===== config.mk =====
export PLATFORM = sky130hd
export DESIGN_NAME = pmac_unit
export DESIGN_NICKNAME = d
export VERILOG_FILES = /design/src/rtl/pmac_pkg.sv /design/src/rtl/pmac_lane_mul.sv /design/src/rtl/pmac_result_fmt.sv /design/src/rtl/pmac_unit.sv
export SDC_FILE = /design/constraint.sdc
export NUM_CORES = 2
export LEC_CHECK = 0
export BUFFER_PORTS_ARGS = -buffer_cell sky130_fd_sc_hd__buf_2
export CORE_MARGIN = 10
export CORE_UTILIZATION = 45
export CTS_BUF_LIST = sky130_fd_sc_hd__clkbuf_2 sky130_fd_sc_hd__clkbuf_4 sky130_fd_sc_hd__clkbuf_8
export DETAILED_ROUTE_END_ITERATION = 16
export HOLD_SLACK_MARGIN = 0.05
export PLACE_DENSITY = 0.71
export SYNTH_ARGS = -nofsm -noshare
export SYNTH_HDL_FRONTEND = slang
export SYNTH_HIERARCHICAL = 1
export SYNTH_SLANG_ARGS = --single-unit

===== constraint.sdc =====
create_clock -name clk -period 6.6 [get_ports clk]
set_input_delay 0.66 -clock clk [delete_from_list [all_inputs] [get_ports clk]]
set_output_delay 0.66 -clock clk [all_outputs]
set_load 0.02 [all_outputs]

===== src/rtl/pmac_pkg.sv =====
package pmac_pkg;

    // Default geometry of the unit
    localparam int PM_LANE_W = 16;
    localparam int PM_LANES  = 4;

    // Result format selector
    typedef enum logic [1:0] {
        PM_MUL_LO  = 2'b00,
        PM_MUL_HI  = 2'b01,
        PM_MUL_ADD = 2'b10,
        PM_RSVD    = 2'b11
    } pm_op_e;

    // Control travelling alongside the products in stage one
    typedef struct packed {
        logic   valid;
        pm_op_e op;
    } pm_ctl_t;

    // Decode of the raw opcode bits into the enum
    function automatic pm_op_e pm_decode(input logic [1:0] raw);
        pm_op_e op;
        case (raw)
            2'b00:   op = PM_MUL_LO;
            2'b01:   op = PM_MUL_HI;
            2'b10:   op = PM_MUL_ADD;
            default: op = PM_RSVD;
        endcase
        return op;
    endfunction

endpackage


===== src/rtl/pmac_lane_mul.sv =====
module pmac_lane_mul
    import pmac_pkg::*;
#(
    parameter int LANE_W = PM_LANE_W
) (
    input  logic                  clk,
    input  logic                  rst,
    input  logic                  load,
    input  logic [LANE_W-1:0]     op_a,
    input  logic [LANE_W-1:0]     op_b,
    output logic [2*LANE_W-1:0]   prod
);
    localparam int PROD_W = 2 * LANE_W;

    logic signed [PROD_W-1:0] ext_a;
    logic signed [PROD_W-1:0] ext_b;
    logic signed [PROD_W-1:0] full;

    // Sign-extend to product width so the multiply keeps every bit
    always_comb begin
        ext_a = PROD_W'($signed(op_a));
        ext_b = PROD_W'($signed(op_b));
        full  = ext_a * ext_b;
    end

    always_ff @(posedge clk) begin
        if (rst) begin
            prod <= '0;
        end else if (load) begin
            prod <= full;
        end
    end

endmodule


===== src/rtl/pmac_result_fmt.sv =====
module pmac_result_fmt
    import pmac_pkg::*;
#(
    parameter int LANES  = PM_LANES,
    parameter int LANE_W = PM_LANE_W
) (
    input  logic                              clk,
    input  logic                              rst,
    input  pm_ctl_t                           ctl,
    input  logic [LANES-1:0][2*LANE_W-1:0]    prods,
    output logic                              res_valid,
    output logic [LANES*LANE_W-1:0]           res_data
);
    localparam int PROD_W = 2 * LANE_W;
    localparam int DATA_W = LANES * LANE_W;
    localparam int PAIRS  = LANES / 2;

    logic [DATA_W-1:0] lo_vec;
    logic [DATA_W-1:0] hi_vec;
    logic [DATA_W-1:0] sum_vec;
    logic [DATA_W-1:0] next_data;

    // Per-lane half selection
    for (genvar g = 0; g < LANES; g++) begin : g_half
        assign lo_vec[g*LANE_W +: LANE_W] = prods[g][LANE_W-1:0];
        assign hi_vec[g*LANE_W +: LANE_W] = prods[g][PROD_W-1:LANE_W];
    end

    // Adjacent pair sums, wrapping modulo 2^PROD_W
    for (genvar p = 0; p < PAIRS; p++) begin : g_pair
        assign sum_vec[p*PROD_W +: PROD_W] = prods[2*p] + prods[2*p+1];
    end

    always_comb begin
        case (ctl.op)
            PM_MUL_LO:  next_data = lo_vec;
            PM_MUL_HI:  next_data = hi_vec;
            PM_MUL_ADD: next_data = sum_vec;
            default:    next_data = '0;
        endcase
    end

    always_ff @(posedge clk) begin
        if (rst) begin
            res_valid <= 1'b0;
            res_data  <= '0;
        end else begin
            res_valid <= ctl.valid;
            if (ctl.valid) begin
                res_data <= next_data;
            end
        end
    end

    // Idle stage one leaves the result untouched and invalid
    assert_hold_idle_R7: assert property (@(posedge clk) disable iff (rst)
        !ctl.valid |=> (!res_valid && $stable(res_data)));

    // Reserved opcode produces zeros
    assert_rsvd_zero_R8: assert property (@(posedge clk) disable iff (rst)
        (ctl.valid && ctl.op == PM_RSVD) |=> (res_valid && res_data == '0));

    // Stage one valid always reaches the output one edge later
    assert_stage_valid_R4: assert property (@(posedge clk) disable iff (rst)
        ctl.valid |=> res_valid);

endmodule


===== src/rtl/pmac_unit.sv =====
module pmac_unit
    import pmac_pkg::*;
#(
    parameter int LANES  = PM_LANES,
    parameter int LANE_W = PM_LANE_W
) (
    input  logic                       clk,
    input  logic                       rst,
    input  logic                       in_valid,
    input  logic [1:0]                 in_op,
    input  logic [LANES*LANE_W-1:0]    in_a,
    input  logic [LANES*LANE_W-1:0]    in_b,
    output logic                       out_valid,
    output logic [LANES*LANE_W-1:0]    out_data
);
    localparam int PROD_W = 2 * LANE_W;
    localparam int TOP    = LANES - 1;

    pm_ctl_t                        s1_ctl;
    logic [LANES-1:0][PROD_W-1:0]   s1_prod;

    // Stage one: control register
    always_ff @(posedge clk) begin
        if (rst) begin
            s1_ctl <= '{valid: 1'b0, op: PM_MUL_LO};
        end else begin
            s1_ctl.valid <= in_valid;
            if (in_valid) begin
                s1_ctl.op <= pm_decode(in_op);
            end
        end
    end

    // Stage one: lane multipliers
    for (genvar g = 0; g < LANES; g++) begin : g_lane
        pmac_lane_mul #(.LANE_W(LANE_W)) u_lane (
            .clk  (clk),
            .rst  (rst),
            .load (in_valid),
            .op_a (in_a[g*LANE_W +: LANE_W]),
            .op_b (in_b[g*LANE_W +: LANE_W]),
            .prod (s1_prod[g])
        );
    end

    // Stage two: format selection and pair sums
    pmac_result_fmt #(.LANES(LANES), .LANE_W(LANE_W)) u_fmt (
        .clk       (clk),
        .rst       (rst),
        .ctl       (s1_ctl),
        .prods     (s1_prod),
        .res_valid (out_valid),
        .res_data  (out_data)
    );

    // Port-level reference products for the checks below
    logic signed [PROD_W-1:0] ref_p0;
    logic signed [PROD_W-1:0] ref_p1;
    logic signed [PROD_W-1:0] ref_ptop;
    always_comb begin
        ref_p0   = PROD_W'($signed(in_a[LANE_W-1:0]))
                 * PROD_W'($signed(in_b[LANE_W-1:0]));
        ref_p1   = PROD_W'($signed(in_a[2*LANE_W-1:LANE_W]))
                 * PROD_W'($signed(in_b[2*LANE_W-1:LANE_W]));
        ref_ptop = PROD_W'($signed(in_a[TOP*LANE_W +: LANE_W]))
                 * PROD_W'($signed(in_b[TOP*LANE_W +: LANE_W]));
    end

    assert_latency_R4: assert property (@(posedge clk) disable iff (rst)
        in_valid |-> ##2 out_valid);

    assert_idle_latency_R4: assert property (@(posedge clk) disable iff (rst)
        !in_valid |-> ##2 !out_valid);

    assert_low_half_R1: assert property (@(posedge clk) disable iff (rst)
        (in_valid && in_op == 2'b00) |-> ##2
        (out_data[LANE_W-1:0] == $past(ref_p0[LANE_W-1:0], 2)));

    assert_high_half_R2: assert property (@(posedge clk) disable iff (rst)
        (in_valid && in_op == 2'b01) |-> ##2
        (out_data[TOP*LANE_W +: LANE_W] == $past(ref_ptop[PROD_W-1:LANE_W], 2)));

    assert_pair_sum_R3: assert property (@(posedge clk) disable iff (rst)
        (in_valid && in_op == 2'b10) |-> ##2
        (out_data[PROD_W-1:0] == $past(ref_p0 + ref_p1, 2)));

endmodule


==> impl.org <==
** Outcome
- The flow ran to the end, and the final reports show no timing, DRC or antenna violations.

** Synth
- Summing every instance area after synthesis gives 50,930 sq um.
- Warning count from the yosys run :: 6
- Among all flip-flop cells after synthesis, the most frequent one is dfxtp_1.
- The number of nets handed over by synthesis was 7,287.
- Count of distinct cell types in the synthesized netlist :: 100
- Average footprint of a synthesized cell :: 8.912 sq um
- Synthesized instance count :: 5,714
- Register bit count reported by yosys :: 196
- Async set-or-reset flop fraction in the synthesized netlist :: 0
- Number of enable-type register cells in the synthesized netlist :: 0
- For this run, the register share of the synthesized area comes to 0.07705.

** Cells and area
- Area grow syn2layout :: 5.789%
- Layout filler cell count :: 10,640
- Registers take 3930 sq um.
- Cell area after layout :: 53,870 sq um
- Highest-count cells in the layout ignoring fill and taps :: inv_1 (1,234), fa_1 (1,050), nand2_1 (628)
- The multi-input combinational cells in the finished layout cover a total of 41,440 sq um.
- # nets final :: 7,355
- Fraction of layout cells with a size suffix above 1 :: 0.06868
- Leaving out fill and tap cells, the most frequent cell in the layout is inv_1.

** Worst hold path
- Terminating pin of the worst hold path :: s1_ctl[1]
- Number of cells on the worst hold path :: 3
- The worst hold path belongs to the class input pin to register.
- In this run the most critical hold path is launched from in_op[1].

** CTS
- Post-cts sizing count :: 0
- Clock net sink count :: 196
- In this run, post-CTS hold repair placed 0 buffers.
- Clock H-tree levels :: 4
- Total setup buffers inserted after CTS :: 0
- Clock tree from TritonCTS :: built
- In this run the deepest clock path goes through 2 buffers.
- For the worst-skew pair, the clock arrives at the later sink with an insertion delay of 0.51 ns.
- Root cell of the clock tree :: clkbuf_8
- CTS clk-pin slew, worst paths :: 0.11 ns
- Number of buffers created by CTS :: 17

** Setup path
- Crit end category :: register
- Data arrival time of the worst path :: 6.59 ns
- STA classifies the critical path startpoint as an input pin.
- Measured in cells, the most critical reg-to-reg path has a length of 12.
- Critical path fanouts, max :: 16
- Critical path start-end classification :: input pin to register
- Reg2Reg Setup Slack :: 2.95 ns
- Data required, critical path :: 7.04 ns
- The endpoint identified for the worst register-to-register timing path is u_fmt/res_data[58].
- The worst register-to-register path begins at g_lane[3].u_lane/prod[0].

** Global route
- Global Route Usage Sum :: 0.2148
- Entering global routing, the biggest net connects 86 pins.
- Number of antenna violations at the first check in global routing :: 4
- Global routing finished with a remaining overflow of 0.
- The via count of the first global-routing pass was 41,530.
- The first global-routing pass estimated 221,600 um of wire.

** Detailed routing
- Routed length on met1 :: 56,430 um
- Before antenna repair, the detailed router went through 8 iterations.
- After detailed routing, the met3 layer carries 12,060 um of wire.
- Met2 wire length :: 60,850 um
- For this block, the initial DRC count from the detailed router was 3,219.
- Routed wire length per instance :: 18.32 um
- DR top layer :: met4
- Number of nets with antenna violations after routing :: 0
- Via Count :: 38,920
- For this run, design rule violations remaining after detail routing come to 0.
- After detailed routing, the total wire length is 133,700 um.
- Detailed-route vias per instance :: 5.334

** STA
- Setup repair after global routing left no endpoint under its margin.
- The clock period could shrink to 6.141 ns.
- Max Clock Freq :: 162.8 MHz
- Number of setup violations in the final report :: 0
- The total count of max-transition violations in the final report came to 0.
- Dividing the final minimum period by the clock period gives 0.9305.
- Worst-case clock skew :: 0.01678 ns
- Measured slew at the worst slew-check pin :: 1.110 ns
- Headroom to the max-slew limit came out at 0.2576.
- The hold violation count in the final report is 0.

** Floorplanning
- Core Region :: 112,500 sq um
- The floorplan step defined a die boundary enclosing 127,000 sq um.
- The floorplan has 123 rows.
- 198 I/O pins were placed.
- Die extent in x :: 356.4 um
- For this configuration, the core starts out at a cell density of 0.4527.
- The floorplan step set the die height to 356.4 um.

** Place
- Routability-driven placement finished with a final weighted congestion of 0.9506.
- In this run the tool buffered the top-level ports with 197 buffer cells.
- Detailed placement ended at an HPWL of 112,900 um.
- Cell area reported after detailed placement :: 53,440 sq um

** Job
- Number of violations of the max-capacitance limit :: 0
-- layer usage --
layer  GRT usage  vias to the layer above
li1            -                    17730
met1      0.2913                    19630
met2      0.3412                     1320
met3     0.04677                      241
met4     0.06684                        0
met5           0                        -
-- Yosys cell counts, types with 19 or more instances --
library cell / count / area (sq um)
a211oi_1: 45 / 337.8
a21o_1: 63 / 473.0
a21oi_1: 181 / 905.9
a31oi_1: 20 / 125.1
and2_1: 493 / 3084
clkbuf_1: 188 / 705.7
dfxtp_1: 196 / 3924
fa_1: 1050 / 21020
ha_1: 390 / 4880
inv_1: 1234 / 4632
mux2i_1: 110 / 1101
nand2_1: 628 / 2357
nand2b_1: 24 / 150.1
nand3_1: 50 / 250.2
nor2_1: 284 / 1066
nor3_1: 36 / 180.2
o211ai_1: 30 / 225.2
o21a_1: 26 / 195.2
o21ai_0: 104 / 520.5
o21bai_1: 19 / 142.6
o31ai_1: 19 / 142.6
xnor2_1: 127 / 1112
xor2_1: 48 / 420.4
-- registers in the layout, indices dropped and copies added (netlist names) --
| signal | flops |
|---|---|
| u_fmt/res_data | 64 |
| s1_ctl | 3 |
| u_fmt/res_valid | 1 |
| g_lane.u_lane/prod | 128 |
-- stage by stage --
stage	hold WS, ns	util	TNS (ns)	setup WS, ns	std cells
floorplan	0.4453	-	0	0.1752	5714
global placement	0.4494	0.4750	0	0.07506	7263
detailed placement	0.4591	0.4750	-0.07333	-0.04629	7263
CTS	0.3784	0.4788	0	0.4957	7295
global route	0.4178	0.4789	0	0.1199	7297
finish	0.3976	0.4789	0	0.4589	7297
-- logic make-up (layout without fill, tap and decap cells) --
group / after synthesis / count (layout) / share of synthesized area
multiplexers: 127 / 127 / 0.02538
XOR/XNOR: 175 / 175 / 0.03010
buffers and inverters: 1457 / 1538 / 0.1092
adder cells (fa/ha/maj): 1440 / 1440 / 0.5086
flip-flops: 196 / 196 / 0.07705
AO/OA/AOI/OAI: 701 / 701 / 0.09626
AND/OR/NAND/NOR: 1618 / 1618 / 0.1534
other: 0 / 2 / 0
-- how the worst max path moves through the flow --
stage,start,to,slack [ns],depth (start not counted)
floorplan,in_a[15],g_lane[0].u_lane/prod[29],0.18,21
global placement,in_b[33],g_lane[2].u_lane/prod[30],0.08,20
detailed placement,in_b[49],g_lane[3].u_lane/prod[31],-0.05,21
CTS,in_a[15],g_lane[0].u_lane/prod[30],0.50,22
global route,in_a[3],g_lane[0].u_lane/prod[26],0.12,23
finish,in_a[5],g_lane[0].u_lane/prod[26],0.46,24
-- cell type report --
type / count / share of cell area
tap: 1500 / 0.03484
antenna: 2 / 0.00009290
sequential: 196 / 0.07295
clock inverter: 14 / 0.003344
timing repair buffer: 271 / 0.02885
multi-input combinational: 4061 / 0.7693
clock buffer: 18 / 0.004599
inverter: 1235 / 0.08605
-- worst max-delay path: stages --
cell and delay (ns):
buf_2 0.32, nand2_1 0.14, fa_1 0.55, inv_1 0.05, fa_1 0.51, inv_1 0.05
fa_1 0.47, inv_1 0.05, fa_1 0.50, fa_1 0.55, inv_1 0.06, fa_1 0.53
inv_1 0.04, ha_1 0.33, nand2_1 0.10, o21ai_0 0.25, nand2_1 0.14, a41oi_1 0.29
a41oi_2 0.20, buf_4 0.18, o211a_1 0.22, nor3_1 0.22, a21oi_1 0.07, nor2_1 0.11
Power is not shown: default switching activity piles up to over one toggle a cycle in this logic, so the estimate is an artifact.
